### src/rtl/extirq_pkg.sv
package extirq_pkg;

   typedef enum logic [1:0] {
      SENSE_LOW  = 2'b00,
      SENSE_FALL = 2'b01,
      SENSE_RISE = 2'b10,
      SENSE_BOTH = 2'b11
   } sense_e;

   // Decide whether a line's sense condition is met this cycle.
   function automatic logic sense_hit(sense_e mode, logic prev, logic cur);
      case (mode)
         SENSE_LOW:  return ~cur;
         SENSE_FALL: return prev & ~cur;
         SENSE_RISE: return ~prev & cur;
         default:    return prev ^ cur;
      endcase
   endfunction

endpackage

### src/rtl/extirq_source_merge.sv
module extirq_source_merge #(
   parameter int NUM_LINES = 8,
   parameter int NUM_KEYS  = 16,
   parameter int NUM_WAKE  = 8
) (
   input  logic [NUM_LINES-1:0] irq_pin,
   input  logic [NUM_KEYS-1:0]  key_pin,
   input  logic [NUM_WAKE-1:0]  wake_pin,
   input  logic [NUM_KEYS-1:0]  key_mask,
   input  logic [NUM_WAKE-1:0]  wake_mask,
   output logic [NUM_LINES-1:0] line_raw
);
   localparam int HALF    = NUM_KEYS / 2;
   localparam int LINE_HI = NUM_LINES - 1;
   localparam int LINE_LO = NUM_LINES - 2;

   logic lo_group;
   logic hi_group;
   logic hi_pin_ok;

   // A masked pin reads as released (high) into the wired-AND.
   assign lo_group  = &(key_mask[HALF-1:0] | key_pin[HALF-1:0]);
   assign hi_group  = (&(key_mask[NUM_KEYS-1:HALF] | key_pin[NUM_KEYS-1:HALF]))
                    & (&(wake_mask | wake_pin));
   assign hi_pin_ok = (&key_mask[NUM_KEYS-1:HALF]) & (&wake_mask);

   for (genvar i = 0; i < NUM_LINES; i++) begin : g_line
      if (i == LINE_HI) begin : g_hi
         assign line_raw[i] = (irq_pin[i] | ~hi_pin_ok) & hi_group;
      end else if (i == LINE_LO) begin : g_lo
         assign line_raw[i] = irq_pin[i] & lo_group;
      end else begin : g_plain
         assign line_raw[i] = irq_pin[i];
      end
   end

endmodule

### src/rtl/extirq_line.sv
module extirq_line
   import extirq_pkg::*;
#(
   parameter int SYNC_STAGES = 2
) (
   input  logic       clk,
   input  logic       rst_n,
   input  logic       line_in,
   input  logic [1:0] sense,
   input  logic       clr,
   output logic       flag
);
   logic [SYNC_STAGES-1:0] sync_q;
   logic                   prev_q;
   logic                   cur;
   logic                   hit;
   logic                   flag_q;

   assign cur = sync_q[SYNC_STAGES-1];
   assign hit = sense_hit(sense_e'(sense), prev_q, cur);

   always_ff @(posedge clk or negedge rst_n) begin
      if (!rst_n) begin
         sync_q <= '1;
         prev_q <= 1'b1;
         flag_q <= 1'b0;
      end else begin
         sync_q <= {sync_q[SYNC_STAGES-2:0], line_in};
         prev_q <= cur;
         flag_q <= hit | (flag_q & ~clr);
      end
   end

   assign flag = flag_q;

endmodule

### src/rtl/extirq_prio.sv
module extirq_prio #(
   parameter int NUM_LINES = 8,
   parameter int VEC_W     = 8,
   parameter int VEC_BASE  = 16
) (
   input  logic [NUM_LINES-1:0] pending,
   output logic                 req,
   output logic [VEC_W-1:0]     vec
);
   always_comb begin
      req = |pending;
      vec = '0;
      for (int i = 0; i < NUM_LINES; i++) begin
         if (pending[i]) vec = VEC_W'(VEC_BASE + i);
      end
   end

endmodule

### src/rtl/extirq_aggregator.sv
module extirq_aggregator #(
   parameter int NUM_LINES   = 8,
   parameter int NUM_KEYS    = 16,
   parameter int NUM_WAKE    = 8,
   parameter int SYNC_STAGES = 2,
   parameter int VEC_W       = 8,
   parameter int VEC_BASE    = 16
) (
   input  logic                   clk,
   input  logic                   rst_n,
   input  logic [NUM_LINES-1:0]   irq_pin,
   input  logic [NUM_KEYS-1:0]    key_pin,
   input  logic [NUM_WAKE-1:0]    wake_pin,
   input  logic [NUM_KEYS-1:0]    key_mask,
   input  logic [NUM_WAKE-1:0]    wake_mask,
   input  logic [2*NUM_LINES-1:0] sense_sel,
   input  logic [NUM_LINES-1:0]   line_en,
   input  logic                   clr_we,
   input  logic [NUM_LINES-1:0]   clr_data,
   output logic [NUM_LINES-1:0]   flags,
   output logic                   irq_req,
   output logic [VEC_W-1:0]       irq_vec
);
   localparam int VEC_TOP = VEC_BASE + NUM_LINES - 1;

   if (NUM_LINES < 3) begin : g_bad_lines
      $error("NUM_LINES must be at least 3");
   end
   if (NUM_KEYS < 2 || (NUM_KEYS % 2) != 0) begin : g_bad_keys
      $error("NUM_KEYS must be even and at least 2");
   end
   if (NUM_WAKE < 1) begin : g_bad_wake
      $error("NUM_WAKE must be at least 1");
   end
   if (SYNC_STAGES < 2) begin : g_bad_sync
      $error("SYNC_STAGES must be at least 2");
   end
   if (VEC_TOP >= (1 << VEC_W)) begin : g_bad_vec
      $error("vector range does not fit VEC_W");
   end

   logic [NUM_LINES-1:0] line_raw;
   logic [NUM_LINES-1:0] clr_mask;

   assign clr_mask = clr_we ? clr_data : '0;

   extirq_source_merge #(
      .NUM_LINES (NUM_LINES),
      .NUM_KEYS  (NUM_KEYS),
      .NUM_WAKE  (NUM_WAKE)
   ) u_merge (
      .irq_pin   (irq_pin),
      .key_pin   (key_pin),
      .wake_pin  (wake_pin),
      .key_mask  (key_mask),
      .wake_mask (wake_mask),
      .line_raw  (line_raw)
   );

   for (genvar n = 0; n < NUM_LINES; n++) begin : g_ln
      extirq_line #(
         .SYNC_STAGES (SYNC_STAGES)
      ) u_line (
         .clk     (clk),
         .rst_n   (rst_n),
         .line_in (line_raw[n]),
         .sense   (sense_sel[2*n +: 2]),
         .clr     (clr_mask[n]),
         .flag    (flags[n])
      );
   end

   extirq_prio #(
      .NUM_LINES (NUM_LINES),
      .VEC_W     (VEC_W),
      .VEC_BASE  (VEC_BASE)
   ) u_prio (
      .pending (flags & line_en),
      .req     (irq_req),
      .vec     (irq_vec)
   );

endmodule

### config.mk
export PLATFORM = sky130hd
export DESIGN_NAME = extirq_aggregator
export DESIGN_NICKNAME = d
export VERILOG_FILES = /design/src/rtl/extirq_pkg.sv /design/src/rtl/extirq_source_merge.sv /design/src/rtl/extirq_line.sv /design/src/rtl/extirq_prio.sv /design/src/rtl/extirq_aggregator.sv
export SDC_FILE = /design/constraint.sdc
export NUM_CORES = 1
export LEC_CHECK = 0
export ABC_CLOCK_PERIOD_IN_PS = 1800
export BUFFER_PORTS_ARGS = -buffer_cell sky130_fd_sc_hd__buf_2
export CORE_ASPECT_RATIO = 0.8
export CORE_MARGIN = 4
export CORE_UTILIZATION = 38
export CTS_CLUSTER_SIZE = 12
export DETAILED_ROUTE_END_ITERATION = 10
export PLACE_DENSITY = 0.75
export SLEW_MARGIN = 20
export SYNTH_ARGS = -nofsm -noshare
export SYNTH_HDL_FRONTEND = slang
export SYNTH_SLANG_ARGS = --single-unit
### constraint.sdc
create_clock -name clk -period 1.8 [get_ports clk]
set_clock_uncertainty 0.2 [all_clocks]
set_input_delay 0 -clock clk [delete_from_list [all_inputs] [get_ports clk]]
set_output_delay 0 -clock clk [all_outputs]
set_load 0.02 [all_outputs]
# Word-level counts from Yosys, hierarchy flattened
# Index checks and enable logic that the tools add are counted.
# word_totals
elab_cells	145
out_inout_bits	17
ff_bits	32
mem_bits_ro	0
latch_bits	0
mem_count	0
input_bits	91
mem_bits_rw	0
# classes
eq_ne	16
n_mux	17
n_bitwise	74
addsub	0
div	0
n_lt_le_gt_ge	0
n_mul	0
n_reduce_logical	14
shift	0
# op_table
cell	count
5-bit two-way mux	8
8-bit AND reduction	5
1-bit AND	28
1-bit inverter	25
8-bit bitwise OR	3
1-bit one-hot mux with 3 select lines	8
2-bit by 1-bit == test with 1-bit output (second input constant)	8
2-bit == test (second input constant)	8
2-bit zero test	8
1-bit bitwise OR	9
8-bit AND	1
8-bit two-way mux	1
8-bit OR reduction	1
1-bit XOR	8

# Longest topological paths before layout
# Gate-level depths: netlist of the first run.
# depth
depth_word	9
depth_mapped	5

# Cells and area by module
# Synthesis of the first run repeated with hierarchy kept, for this count alone.
# hier_totals
cells_unflattened	162
hier_area_um2	1784.2
# modules_own_cells
mod	cells_per_inst	area_each_um2	seq_area_each_um2	n_inst
extirq_line	12	173.9	103.8	8
extirq_source_merge	32	195.2	0.0	1
extirq_aggregator	16	100.1	0.0	1
extirq_prio	18	97.6	0.0	1

# Worst setup path before layout of the first run
# No wires, ideal clock.
# synth_timing
path_type	register to register
start	reg g_ln[5].u_line.prev_q
end	reg g_ln[5].u_line.flag_q
setup_time_ns	0.118
arrival_ns	1.419
required_time_ns	1.482
period_less_slack_ns	1.737
setup_slack_ns	0.063
path_stages_with_launch	6
path_cell_list	dfstp_2 -> inv_1 -> ha_1 -> inv_1 -> mux4_2 -> a21o_1
# synth_via
elab_chain_len	4
# synth_lines
item	line_no	source
start: declaration	extirq_line.sv:14	logic prev_q;
start signal: assignment	extirq_line.sv:29	prev_q <= cur;
1-bit inverter	extirq_pkg.sv:15	SENSE_RISE: return ~prev & cur;
1-bit AND	extirq_pkg.sv:15	
1-bit one-hot mux with 3 select lines (*)	extirq_pkg.sv:12	case (mode)
1-bit bitwise OR (*)	extirq_line.sv:30	flag_q <= hit | (flag_q & ~clr);
end signal: assignment	extirq_line.sv:30	
end: declaration	extirq_line.sv:17	logic flag_q;
# Mark *: on every way between the ends. The rest lies on a longest branch, timed or not.

# Worst setup path in the final report of the first run
# Ends and elaborated chain as after synthesis.

==> summary.txt, run 1 <==
Status
  • Status: completed

Drt
  • First-pass iteration count of the detailed router: 4
  • DRT iter0 DRCs: 108
  • Routed WL: 4.91 mm
  • DRC Markers: 0
  • Via count: 1827
  • Vias per std cell: 4.81
  • Final ANT Viol Nets: 0
  • Per-cell routed wire length: between 10 and 15 um

Floorplanning
  • Starting density of the core: 40.3%
  • Core area: 0.00428 mm^2
  • FP Rows: 21
  • Die H: just under 70 um
  • Chip width: 83.4 um
  • IO Count: 108
  • DIE AREA: 0.00569 mm^2

Clocking
  • Clock Path Buffers: 2
  • Cts bufs inserted: 5
  • Worst-skew pair later-pin latency: roughly 280 ps
  • Clk slew on worst S/H paths: about 70 ps
  • Root buf cell: clkbuf_8
  • Clk sinks: 32
  • CTS tree: built
  • Setup bufs post-CTS: 0
  • H-tree depth: 2

Yosys
  • Mean Syn Cell Area: 9.98 um^2
  • #FFs+latches synth: 32
  • Post-synth top area cell: dfstp_2
  • Most common cell in the netlist: nor2_1
  • Compound-Gate Fraction of Synth Area: around 17%
  • Register area share after synthesis: between 40% and 50%
  • Cell area after synthesis: between 0.0015 and 0.002 mm^2
  • Largest family of logic cells by synthesized area: compound AO/OA/AOI/OAI gates
  • Async set-reset flop share out of synthesis: 100%
  • Synth top cells by count: nor2_1, dfstp_2, inv_1
  • Multiplexer share of the synthesized area: under 10%
  • Most used DFF post-synth: dfstp_2
  • Synth top area cells: dfstp_2, dfrtp_1, ha_1
  • Synth Area in Simple Gates: 12.8%
  • Post-synthesis xor/xnor area fraction: 0%
  • YS warnings: 0
  • Post-Syn Instances: 173
  • Post-synth EDFFs: 0
  • Yosys cell types: 26
  • Synth top area share: 36.5%
  • Synth Area in Adders: 11.6%

Worst hold path
  • Hold crit path type: in -> async

Worst setup path
  • Critical path buffers and inverters: 2
  • R2R depth: 5
  • CP Max Fanout: 2
  • Worst r2r src: g_ln[5].u_line.prev_q
  • WP data required: 1770 ps
  • Worst Setup Path Type: reg -> reg
  • CP delay by family, top: flip-flops
  • Worst Path Arrival: 1740 ps
  • CP Capture Type: register
  • R2R Setup Slk: 40 ps
  • Critical Path Max Stage Delay: between 500 and 600 ps
  • CP cell instances: inv_2 -> ha_4 -> inv_1 -> mux4_2 -> a21o_1
  • Critical path's slowest cell: dfstp_2
  • Worst Setup Start Kind: register
  • Worst reg2reg endpoint: g_ln[5].u_line.flag

Timing
  • Max Fclk: 0.567 GHz
  • Finish-stage setup viols: 0
  • Final Hold Fails: 0
  • Worst slew pin tran: between 600 and 700 ps
  • Fin Setup TNS: 0 ps
  • Tmin final: 1760 ps
  • RSZ-0062 raised after global routing: false
  • Slew Viols, Final: 0
  • Post-route setup slack: 36.3 ps
  • Max-slew headroom: 55.4%
  • Hold WS: 96.6 ps
  • Final Cycle Share: 98.0%

Final layout
  • # fillers: roughly 340
  • Share of layout cells above drive strength 1: 44.0%
  • Layout Nets: approximately 430
  • Area growth syn-to-layout: 65.6%
  • Final std cells w/o fill: 380
  • Ant diodes: 0

Power
  • Peak VDD IR: between 0.3 and 0.4 mV
  • Clock Power Share: 36.6%
  • Comb power frac: between 20% and 30%
  • Sw Ratio: 24.9%
  • Overall power: between 2000 and 2500 uW
  • PD cells: 706 mW/mm^2
  • P_int: 1520 uW
  • Lkg Pwr: approximately 0.0014 uW
  • Reg power frac: 41.2%
  • Net switching power: 502 uW

Global route
  • Antenna violations before repair: 0
  • Gr ovfl total: 0
  • GRT Total Usage: 17.6%
  • Largest net degree at the start of global routing: 33
  • First-pass GRT wire length: 7.84 mm
  • Vias in the first global route: 1854

Placement
  • Number of port buffers: 103
  • Placed Cells: approximately 320
  • Post-DP HPWL: 3.39 mm
  • Minimum setup slack after placement: between 10 and 15 ps
  • RD Place Congestion: 0.841

Flow run
  • MaxCap Viol Count: 0
-- sequential cells by signal (all words and copies together), names as in the netlist --
register,flops
g_ln.u_line.sync_q,16
g_ln.u_line.flag,8
g_ln.u_line.prev_q,8
-- power groups by stage --
stage | logic (uW) | clock network [uW] | registers, uW
4_1_cts | 442 | 757 | 829
3_3_place_gp | 353 | 0 | 838
2_1_floorplan | 223 | 0 | 827
6_report | 449 | 738 | 830
3_5_place_dp | 359 | 0 | 841
5_1_grt | 497 | 793 | 838
-- metal layers --
layer / vias to the layer above / wire length (um) / part of all wire [%] / global-route usage, %
met2: 95 / 2490 / 51 / 34.6
met4: 0 / 93 / 1.9 / 6.94
met3: 11 / 454 / 9.3 / 6.26
met5: - / 0 / 0 / 0
met1: 830 / 1870 / 38 / 17.3
li1: 891 / - / - / -
-- worst register-to-register path, delay by kind of cell, from the launching register on --
| family | cells | cell delay, ps |
|---|---|---|
| buf+inv | 2 | 80 |
| flops | 1 | 540 |
| compound gates | 1 | 160 |
| mux | 1 | 450 |
| fa+ha+maj | 1 | 240 |
-- worst max-delay path by stage --
stage | from | to | slack (ps) | cells past startpoint
2_1_floorplan | g_ln[5].u_line.prev_q | g_ln[5].u_line.flag | 60 | 5
3_3_place_gp | g_ln[5].u_line.prev_q | g_ln[5].u_line.flag | 50 | 5
3_5_place_dp | g_ln[5].u_line.prev_q | g_ln[5].u_line.flag | 10 | 5
4_1_cts | g_ln[5].u_line.prev_q | g_ln[5].u_line.flag | 10 | 5
5_1_grt | g_ln[5].u_line.prev_q | g_ln[5].u_line.flag | 10 | 5
6_report | g_ln[5].u_line.prev_q | g_ln[5].u_line.flag | 40 | 5
-- kinds of logic (layout without fill, tap and decap cells) --
family	Yosys count	count (layout)
other	1	4
multiplexers	1	1
AND/OR/NAND/NOR	51	51
flip-flops	32	32
AO/OA/AOI/OAI	42	42
buffers and inverters	30	177
adder cells (fa/ha/maj)	16	16
-- cell type report --
type	count	area, um^2	share of cell area (%)
Clock buffer	7	96.3	3.37
Clock inverter	1	30.0	1.05
Inverter	17	63.8	2.23
Multi-Input combinational cell	114	761	26.6
Sequential cell	32	831	29.1
Tap cell	57	71.3	2.49
Timing Repair Buffer	152	1010	35.2
-- metrics by stage --
stage / utilization (%) / cell area (um^2)
2_1_floorplan: - / 1740
3_3_place_gp: 52.1 / 2230
3_5_place_dp: 52.1 / 2230
4_1_cts: 66.5 / 2850
5_1_grt: 66.8 / 2860
6_report: 66.8 / 2860
-- what timing repair did --
item / 4_1_cts / 5_1_grt
endpoints found under the hold margin: 48 / 0
hold buffers: 49 / 0
setup endpoints to repair: 0 / 1
gates resized for setup: 0 / 2
-- cell usage in the layout (no fill, tap or decap), drive strengths merged, types with 2 or more instances in the layout --
master	instances
nand2	16
a32oi	2
a21oi	14
nor2	26
dlygate4sd3	49
dfrtp	8
clkbuf	7
conb	4
ha	16
nand4	3
o21ai	3
or2	2
a221o	7
a22oi	3
nor4	2
dfstp	24
buf	103
inv	17
o22ai	9
Power figures use the tool's default switching activity.
==> inputs of run 2 (changes only) <==
--- a/config.mk
+++ b/config.mk
@@ -5,14 +5,14 @@
 export SDC_FILE = /design/constraint.sdc
 export NUM_CORES = 1
 export LEC_CHECK = 0
-export ABC_CLOCK_PERIOD_IN_PS = 1800
+export ABC_CLOCK_PERIOD_IN_PS = 2000
 export BUFFER_PORTS_ARGS = -buffer_cell sky130_fd_sc_hd__buf_2
 export CORE_ASPECT_RATIO = 0.8
 export CORE_MARGIN = 4
-export CORE_UTILIZATION = 38
+export CORE_UTILIZATION = 40
 export CTS_CLUSTER_SIZE = 12
 export DETAILED_ROUTE_END_ITERATION = 10
-export PLACE_DENSITY = 0.75
+export PLACE_DENSITY = 0.76
 export SLEW_MARGIN = 20
 export SYNTH_ARGS = -nofsm -noshare
 export SYNTH_HDL_FRONTEND = slang
==> constraint.sdc (replaced) <==
create_clock -name clk -period 2 [get_ports clk]
set_clock_uncertainty 0.2 [all_clocks]
set_input_delay 0 -clock clk [delete_from_list [all_inputs] [get_ports clk]]
set_output_delay 0 -clock clk [all_outputs]
set_load 0.02 [all_outputs]
==> summary.txt, run 2 (synthesized netlist as in run 1, its figures left out) <==
Status
  • Status: completed

Power
  • Peak VDD IR: 0.313 mV
  • Sw Ratio: 27.9%
  • Comb power frac: 24.4%
  • P_int: 1200 uW
  • Reg power frac: between 40 and 50%
  • Lkg Pwr: between 0.001 and 0.0015 uW
  • PD cells: 592 mW/mm^2
  • Clock Power Share: 30.8%
  • Net switching power: 465 uW

Floorplanning
  • Die H: 66.8 um
  • DIE AREA: 0.00544 mm^2
  • Starting density of the core: 41.3%
  • Core area: 0.00418 mm^2
  • IO Count: roughly 110
  • Chip width: between 80 and 90 um
  • FP Rows: 21

Worst hold path
  • Hold crit path type: in -> async

Worst setup path
  • Worst Path Arrival: 1760 ps
  • CP Max Fanout: 2
  • CP delay by family, top: flip-flops
  • Critical Path Max Stage Delay: 540 ps
  • CP cell instances: inv_1 -> ha_1 -> inv_1 -> mux4_2 -> a21o_1
  • Worst Setup Start Kind: register
  • Crit-path most repeated cell: inv_1
  • Critical path buffers and inverters: 2
  • Critical path's slowest cell: dfstp_2
  • CP Capture Type: register
  • WP data required: 1970 ps
  • Worst Setup Path Type: reg -> reg

Final layout
  • Area growth syn-to-layout: 63.2%
  • Biggest register: g_ln.u_line.sync_q
  • Commonest non-fill, non-tap cell in the layout: buf_2
  • Fin util: approximately two thirds
  • Layout Nets: 429
  • Share of layout cells above drive strength 1: 43.3%
  • Ant diodes: 0
  • # fillers: 334
  • Area of the multi-input gates: 748 um^2
  • Largest register FFs: 16
  • Most frequent cells in the layout: buf_2, dlygate4sd3_1, nor2_1
  • Register Area: ~830 um^2

Global route
  • Met3 Use GR: just under 5%
  • GRT Total Usage: approximately a fifth
  • Gr busiest metal: met2
  • Vias in the first global route: 1845
  • First-pass GRT wire length: 7.65 mm
  • Met1 usage: 18.4%
  • GR Util met2: 37.3%
  • Antenna violations before repair: 0
  • Gr ovfl total: 0
  • Largest net degree at the start of global routing: 33

Flow run
  • MaxCap Viol Count: 0

Clocking
  • Clock Path Buffers: 2
  • Setup bufs post-CTS: 0
  • CTS tree: built
  • Clk slew on worst S/H paths: 70 ps
  • Clk sinks: 32
  • Root buf cell: clkbuf_8
  • Worst-skew pair later-pin latency: 270 ps
  • Cts repair resizes: 0
  • H-tree depth: 2
  • Cts bufs inserted: 5

Placement
  • Minimum setup slack after placement: 215 ps
  • Post-DP HPWL: 3.61 mm
  • Number of port buffers: 103
  • RD Place Congestion: about 0.76

Drt
  • Final ANT Viol Nets: 0
  • DRT iter0 DRCs: 60
  • DRC Markers: 0
  • Vias per std cell: between 4 and 5
  • First-pass iteration count of the detailed router: 4
  • Per-cell routed wire length: 13.3 um
  • Routed WL: 5.04 mm
  • Via count: 1824

Timing
  • Final Cycle Share: 89.4%
  • Max-slew headroom: 54.0%
  • Slew Viols, Final: 0
  • Post-route setup slack: 213 ps
  • Final Hold Fails: 0
  • Worst slew pin tran: a little under 700 ps
  • Tmin final: 1790 ps
  • Max Fclk: 0.560 GHz
  • RSZ-0062 raised after global routing: false
  • Fin Setup TNS: 0 ps
  • Finish-stage setup viols: 0
==> run 2: metal layers <==
layer  routed length, um  vias to the layer above
met2                2620                       99
met3                 460                       15
met1                1810                      823
met4                 147                        0
li1                    -                      887
met5                   0                        -
==> run 2: worst register-to-register path: stages, from the launching register on <==
cell and delay (ps):
dfstp_2 540, inv_1 40, ha_1 260, inv_1 30, mux4_2 450, a21o_1 160
==> run 2: path summary, 6_finish.rpt <==
path | from | to | slack (ps) | cells past startpoint
setup / recovery | g_ln[5].u_line.prev_q | g_ln[5].u_line.flag | 210 | 5
hold / removal | rst_n | g_ln[5].u_line.flag | 90 | 2
setup reg to reg | g_ln[5].u_line.prev_q | g_ln[5].u_line.flag | 210 | 5
hold reg to reg | g_ln[5].u_line.sync_q[0] | g_ln[5].u_line.sync_q[1] | 150 | 0
max in group asynchronous | rst_n | g_ln[1].u_line.flag | 1060 | 2
min in group clk | g_ln[5].u_line.sync_q[0] | g_ln[5].u_line.sync_q[1] | 150 | 0
==> run 2: metrics by stage <==
stage | area (um^2) | std cells | hold slack, ps | power [uW]
after detailed placement | 2230 | 323 | -116 | 1090
after global placement | 2230 | 323 | -112 | 1070
after floorplan | 1740 | 176 | -496 | 945
after CTS | 2820 | 380 | 114 | 1690
final | 2820 | 380 | 93.4 | 1670
after global routing | 2820 | 380 | 149 | 1770
==> run 2: final cells by class <==
type	count	area share [%]
repair buffers	152	35.7
clock inverters	2	0.533
well taps	57	2.53
inverters	17	2.26
clock buffers	6	2.93
flip-flops and latches	32	29.5
multi-input cells	114	26.6
==> run 2: repair_timing <==
item,4_1_cts,5_1_grt
hold endpoints to repair,48,0
hold buffers,49,0
setup endpoints to repair,0,0
==> run 2: power groups by stage <==
stage / Clock, uW / Sequential [uW] / Combinational (uW)
final: 513 / 749 / 406
after global routing: 570 / 754 / 449
after CTS: 536 / 748 / 405
after detailed placement: 0 / 759 / 330
after global placement: 0 / 755 / 318
after floorplan: 0 / 745 / 200
